<file path="src/rtl/ffmask_unit.sv">
module ffmask_unit #(
  parameter int W = 64
) (
  input  logic         clk,
  input  logic         rst_n,
  input  logic         in_valid,
  output logic         in_ready,
  input  logic [1:0]   in_op,
  input  logic         in_pred_all,
  input  logic [W-1:0] in_src,
  input  logic [W-1:0] in_pred,
  input  logic [W-1:0] in_old,
  output logic         out_valid,
  input  logic         out_ready,
  output logic [W-1:0] out_mask
);
  localparam logic [1:0] OP_BEFORE = 2'd0;
  localparam logic [1:0] OP_INCL   = 2'd1;
  localparam logic [1:0] OP_ONLY   = 2'd2;

  logic [W-1:0] pred, act, first, below, gen, wen, res;

  assign pred  = in_pred_all ? {W{1'b1}} : in_pred;
  assign act   = in_src & pred;
  assign first = act & (~act + W'(1));
  assign below = first - W'(1);

  always_comb begin
    case (in_op)
      OP_BEFORE: gen = below;
      OP_INCL:   gen = below | first;
      OP_ONLY:   gen = first;
      default:   gen = '0;
    endcase
  end

  assign wen      = (in_op == 2'd3) ? '0 : pred;
  assign res      = (gen & wen) | (in_old & ~wen);
  assign in_ready = !out_valid || out_ready;

  always_ff @(posedge clk) begin
    if (!rst_n) begin
      out_valid <= 1'b0;
      out_mask  <= '0;
    end else if (in_valid && in_ready) begin
      out_valid <= 1'b1;
      out_mask  <= res;
    end else if (out_ready) begin
      out_valid <= 1'b0;
    end
  end
endmodule


</file>
<file path="config.mk">
export PLATFORM = sky130hd
export DESIGN_NAME = ffmask_unit
export DESIGN_NICKNAME = d
export VERILOG_FILES = /design/src/rtl/ffmask_unit.sv
export SDC_FILE = /design/constraint.sdc
export NUM_CORES = 1
export LEC_CHECK = 0
export BUFFER_PORTS_ARGS = -buffer_cell sky130_fd_sc_hd__buf_2
export CORE_MARGIN = 3
export CORE_UTILIZATION = 30
export CTS_BUF_LIST = sky130_fd_sc_hd__clkbuf_2
export DETAILED_ROUTE_END_ITERATION = 12
export SLEW_MARGIN = 0
export SYNTH_ARGS = -nofsm -noshare
export SYNTH_HDL_FRONTEND = slang
export SYNTH_SLANG_ARGS = --single-unit
</file>
<file path="constraint.sdc">
create_clock -name clk -period 9.2 [get_ports clk]
set_clock_uncertainty 0.15 [all_clocks]
set_input_delay 0.92 -clock clk [delete_from_list [all_inputs] [get_ports clk]]
set_output_delay 0.92 -clock clk [all_outputs]
set_load 0.05 [all_outputs]
</file>
Word-level counts from Yosys, hierarchy flattened
Cells that the tools add are included.
{"block": "word_totals", "input_bits": 199, "output_inout_bits": 66, "elab_cells": 25, "regBits": 65}
{"block": "op_classes", "bitwise_logic": 8, "n_mux": 5, "reduce_logical": 5, "eq_ne": 3, "add_sub_neg": 2}
{"operator": "AND 64 bit", "n": 4}
{"operator": "one-hot mux 64 bit (3 select lines)", "n": 1}
{"operator": "two-way mux 64 bit", "n": 2}
{"operator": "inverter 64 bit", "n": 2}
{"operator": "OR 64 bit", "n": 2}
{"operator": "adder 64 x 1 -> 64 bit (second input constant)", "n": 1}
{"operator": "subtractor 64 x 1 -> 64 bit (second input constant)", "n": 1}
{"operator": "equality test 2 bit (second input constant)", "n": 2}
{"operator": "equality test 2 x 1 -> 1 bit (second input constant)", "n": 1}
{"operator": "logical NOT 2 bit", "n": 1}
{"operator": "two-way mux 1 bit", "n": 2}
{"operator": "nonzero test 2 bit", "n": 1}
{"operator": "logical AND 1 bit", "n": 1}
{"operator": "logical NOT 1 bit", "n": 1}
{"operator": "logical OR 1 bit", "n": 1}

Logic depth before layout (Yosys ltp)
{"block": "depth", "ltp_word": 10, "depth_mapped": 20, "ltp_nobuf": 17}

Worst setup path after synthesis
OpenSTA, ideal clock, no wires.
{"block": "synth_timing", "kind": "input to register", "from": "input port in_pred_all", "to": "register out_mask[62]", "n_path_buf": 3, "setup_time_ps": 123, "slack_ps": 5011, "path_stages": 17, "t_required_ps": 8927, "arrival_ps": 3916, "path_cell_list": "buf_6 buf_6 o21ai_2 nand4_4 nor4_4 nand3_4 a211o_1 nor3_4 and2_1 buf_6 nand4_1 ha_1 a21oi_1 a21oi_1 or2_2 a31oi_1 o21ai_0"}
{"block": "synth_between", "elab_chain_cells": 10, "elab_cells_between_ends": 13, "classes_between": "add/sub (2); mux (3); bitwise (8)"}
{"item": "start, declared", "line": "9", "text": "input logic in_pred_all,"}
{"item": "two-way mux 64 bit *", "line": "23", "text": "assign pred = in_pred_all ? {W{1'b1}} : in_pred;"}
{"item": "AND 64 bit", "line": "24", "text": "assign act = in_src & pred;"}
{"item": "inverter 64 bit", "line": "25", "text": "assign first = act & (~act + W'(1));"}
{"item": "adder 64 x 1 -> 64 bit", "line": "25"}
{"item": "AND 64 bit", "line": "25"}
{"item": "subtractor 64 x 1 -> 64 bit", "line": "26", "text": "assign below = first - W'(1);"}
{"item": "OR 64 bit", "line": "31", "text": "OP_INCL: gen = below | first;"}
{"item": "one-hot mux 64 bit (3 select lines)", "line": "29", "text": "case (in_op)"}
{"item": "AND 64 bit", "line": "38", "text": "assign res = (gen & wen) | (in_old & ~wen);"}
{"item": "OR 64 bit *", "line": "38"}
{"item": "end signal, assigned", "line": "47", "text": "out_mask <= res;"}
{"item": "end, declared", "line": "15", "text": "output logic [W-1:0] out_mask"}
Mark *: on every way between the ends. The rest lies on a longest branch, timed or not.
A chain may end at the register's enable or synchronous reset.

Final worst setup path
Ends and elaborated chain as after synthesis.

==> flow_summary_export.csv <==
group,metric,value,unit
yosys,syn_inst,1186,
cts,cts_tree,"built",
yosys,ys_seq_area_share,16.5,%
yosys,syn-num-nets,1447,
routing,first_pass_iters,6,
yosys,synth.top_cell.area_share,16.5,%
timing,fin_crit,5410,ps
global_route,grt_pass1_wl,56600,um
worst_setup_path,cp_slowest_cell,"buf_4",
timing,setup_viol,0,
placement,place_inst,1723,
routing,vias_per_cell,5.86,
floorplanning,coreArea,25500,um^2
routing,wl_per_cell,21.3,um
finish,drive_above_1_share,24.1,%
timing,relSlewSlack,34.0,%
global_route,antenna_found_initial,7,
worst_setup_path,worst_ep_arrival_time,5770,ps
worst_setup_path,path_common_cell,"buf_4",
timing,rsz0062_at_grt,"no",
floorplanning,dieArea,28300,um^2
routing,route.detailed.drc,0,
cts,postCtsSetupRepairBufs,0,
cts,postCtsHoldBufs,0,
yosys,synth.distinct_cells,76,
worst_setup_path,critical_path_class,"input port to flip-flop",
yosys,avgSynthCellArea,6.65,um^2
placement,dp_hpwl,28900,um
routing,wl,37200,um
worst_setup_path,critPathMaxStageDelay,630,ps
global_route,grt_pass1_vias,9610,
routing,drtIter0Drc,1064,
cts,numCtsBuffers,9,
timing,tightest_slew,988,ps
yosys,synthTopCellsByArea,"dfxtp_1 (17%), ha_1 (9.8%), o21ai_0 (8.9%), nand2_1 (7.5%), nor2_1 (7.1%)",
global_route,grt_max_degree,88,
floorplanning,io_pins,265,
worst_setup_path,cp_cell_sequence,"buf_4 -> buf_4 -> buf_4 -> o21ai_0 -> nand2_1 -> nor4_1 -> and4_1 -> inv_2 -> nor2_1 -> nor4_1 -> and2_1 -> nand4_1 -> ha_1 -> a21oi_1 -> a21oi_1 -> or2_2 -> a31oi_1 -> o21ai_0",
cts,cts-htree-levels,3,
timing,final_max_slew_viol_count,0,
yosys,yosysMostFrequentCell,"nand2_1",
yosys,ys.flop_type,"dfxtp_1",
timing,post-route-period-util,58.8,%
worst_setup_path,cp_max_fo,69,
placement,port_buffers,264,
global_route,grt_overflow,0,
cts,clkTransAtPathRegs,210,ps
finish,area_growth,21.6,%
yosys,yosysWarningCount,0,
yosys,synth_common_cells,"nand2_1 (157), nor2_1 (150), o21ai_0 (140)",
pwr,power_density,96.2,nW/um^2
timing,hold_viol_final,0,
floorplanning,fp.dieW,168,um
pwr,ir_drop,0.0656,mV
yosys,async_reset_ff_share,0,%
yosys,synth_edf_count,0,
placement,place_congestion,0.961,
cts,clock-sinks,65,
yosys,syn_area,7880,um^2
finish,fin_cells,1745,
worst_setup_path,end_kind,"flip-flop",
yosys,yosysTopAreaCell,"dfxtp_1",
run_status,outcome,"completed",
finish,nets,1665,
floorplanning,die_h,168,um
placement,dpl-instance-area,9440,um^2
cts,clockBufferDepth,2,
pwr,p_leak,3.84,nW
run,drv_cap,0,
finish,final_area,9580,um^2
floorplanning,initial_utilization,31.0,%
yosys,ys_ff_latch,65,
timing,clock.fmax,0.185,GHz
global_route,track_usage,25.3,%
routing,ant_nets,0,
worst_setup_path,cp.required,9560,ps
hold_path,hp-class,"flip-flop to flip-flop",
routing,vias,10200,
cts,post_cts_resized,0,
cts,clock_latency,610,ps
floorplanning,rows,58,
worst_setup_path,crit_path_start_kind,"input port",
pwr,report.power.total,0.922,mW
cts,cts-root-buf,"clkbuf_2",
timing,setup_tns,0,ps
-- path summary, 6_finish.rpt --
check | slack, ps | to | depth (start not counted) | startpoint
worst max-delay path | 3790 | out_mask[62] | 18 | in_pred_all
worst min-delay path | 310 | out_mask[44] | 2 | out_mask[44]
worst max register to register | 5970 | out_mask[55] | 8 | out_valid
worst min register to register | 310 | out_mask[44] | 2 | out_mask[44]
-- metal layers --
layer  wire [um]  global-route usage (%)  part of all wire [%]  vias up
li1            -                       -                     -     4888
met1       17000                    35.5                    46     4825
met2       16500                    39.0                    44      466
met3        2950                    4.79                   7.9       46
met4         810                    8.18                   2.2        2
met5          13                       0                 0.035        -
-- cell usage in the layout, fill, tap and decap left out, types with 16 or more instances in the layout --
cell type / count
nand3b_1: 16
inv_1: 41
nor3_1: 38
or2_2: 17
a22oi_1: 40
a21oi_1: 76
o21ai_0: 140
nand4_1: 35
ha_1: 62
dfxtp_1: 65
nand3_1: 32
nor2_1: 146
nand2_1: 157
buf_2: 263
o211ai_1: 17
o22ai_1: 16
-- logic make-up (layout without fill, tap and decap cells) --
| group | Yosys count | after routing | synth area share, % |
|---|---|---|---|
| DFF | 65 | 65 | 16.5 |
| other | 0 | 6 | 0 |
| muxes | 6 | 6 | 1.25 |
| and+or+nand+nor | 538 | 538 | 33.9 |
| AOI/OAI and AO/OA | 400 | 400 | 32.4 |
| buffers and inverters | 114 | 337 | 5.90 |
| adders and majority gates | 62 | 62 | 9.84 |
| xor gates and xnor gates | 1 | 1 | 0.111 |
-- where the power goes --
group	switching, mW	internal [mW]
Sequential	0.0102	0.302
Combinational	0.273	0.114
Clock	0.133	0.0895
Total	0.416	0.506
-- area by class of cell --
cell class	count	area, um^2
clock buffers	10	50.0
fillers	2802	15900
clock inverters	6	82.6
diodes	6	15.0
multi-input cells	1007	6140
flip-flops and latches	65	1300
repair buffers	276	1410
well taps	330	413
inverters	45	171
-- worst max-delay path: cells and delay by family --
family / cells / cell delay (ps)
compound gates: 5 / 710
fa+ha+maj: 1 / 320
buf+inv: 4 / 1620
simple gates: 8 / 2120
-- sequential cells by signal, indices dropped and copies added, names as in the netlist --
name / flops
out_valid: 1
out_mask: 64
-- metrics by stage --
step,hold slack [ps],util [%],worst slack [ps]
5_1_grt,329,37.6,3420
2_1_floorplan,508,-,5010
3_5_place_dp,283,37.0,3260
6_report,306,37.6,3790
3_3_place_gp,274,37.0,3360
4_1_cts,307,37.6,3940
Power figures use the tool's default switching activity.
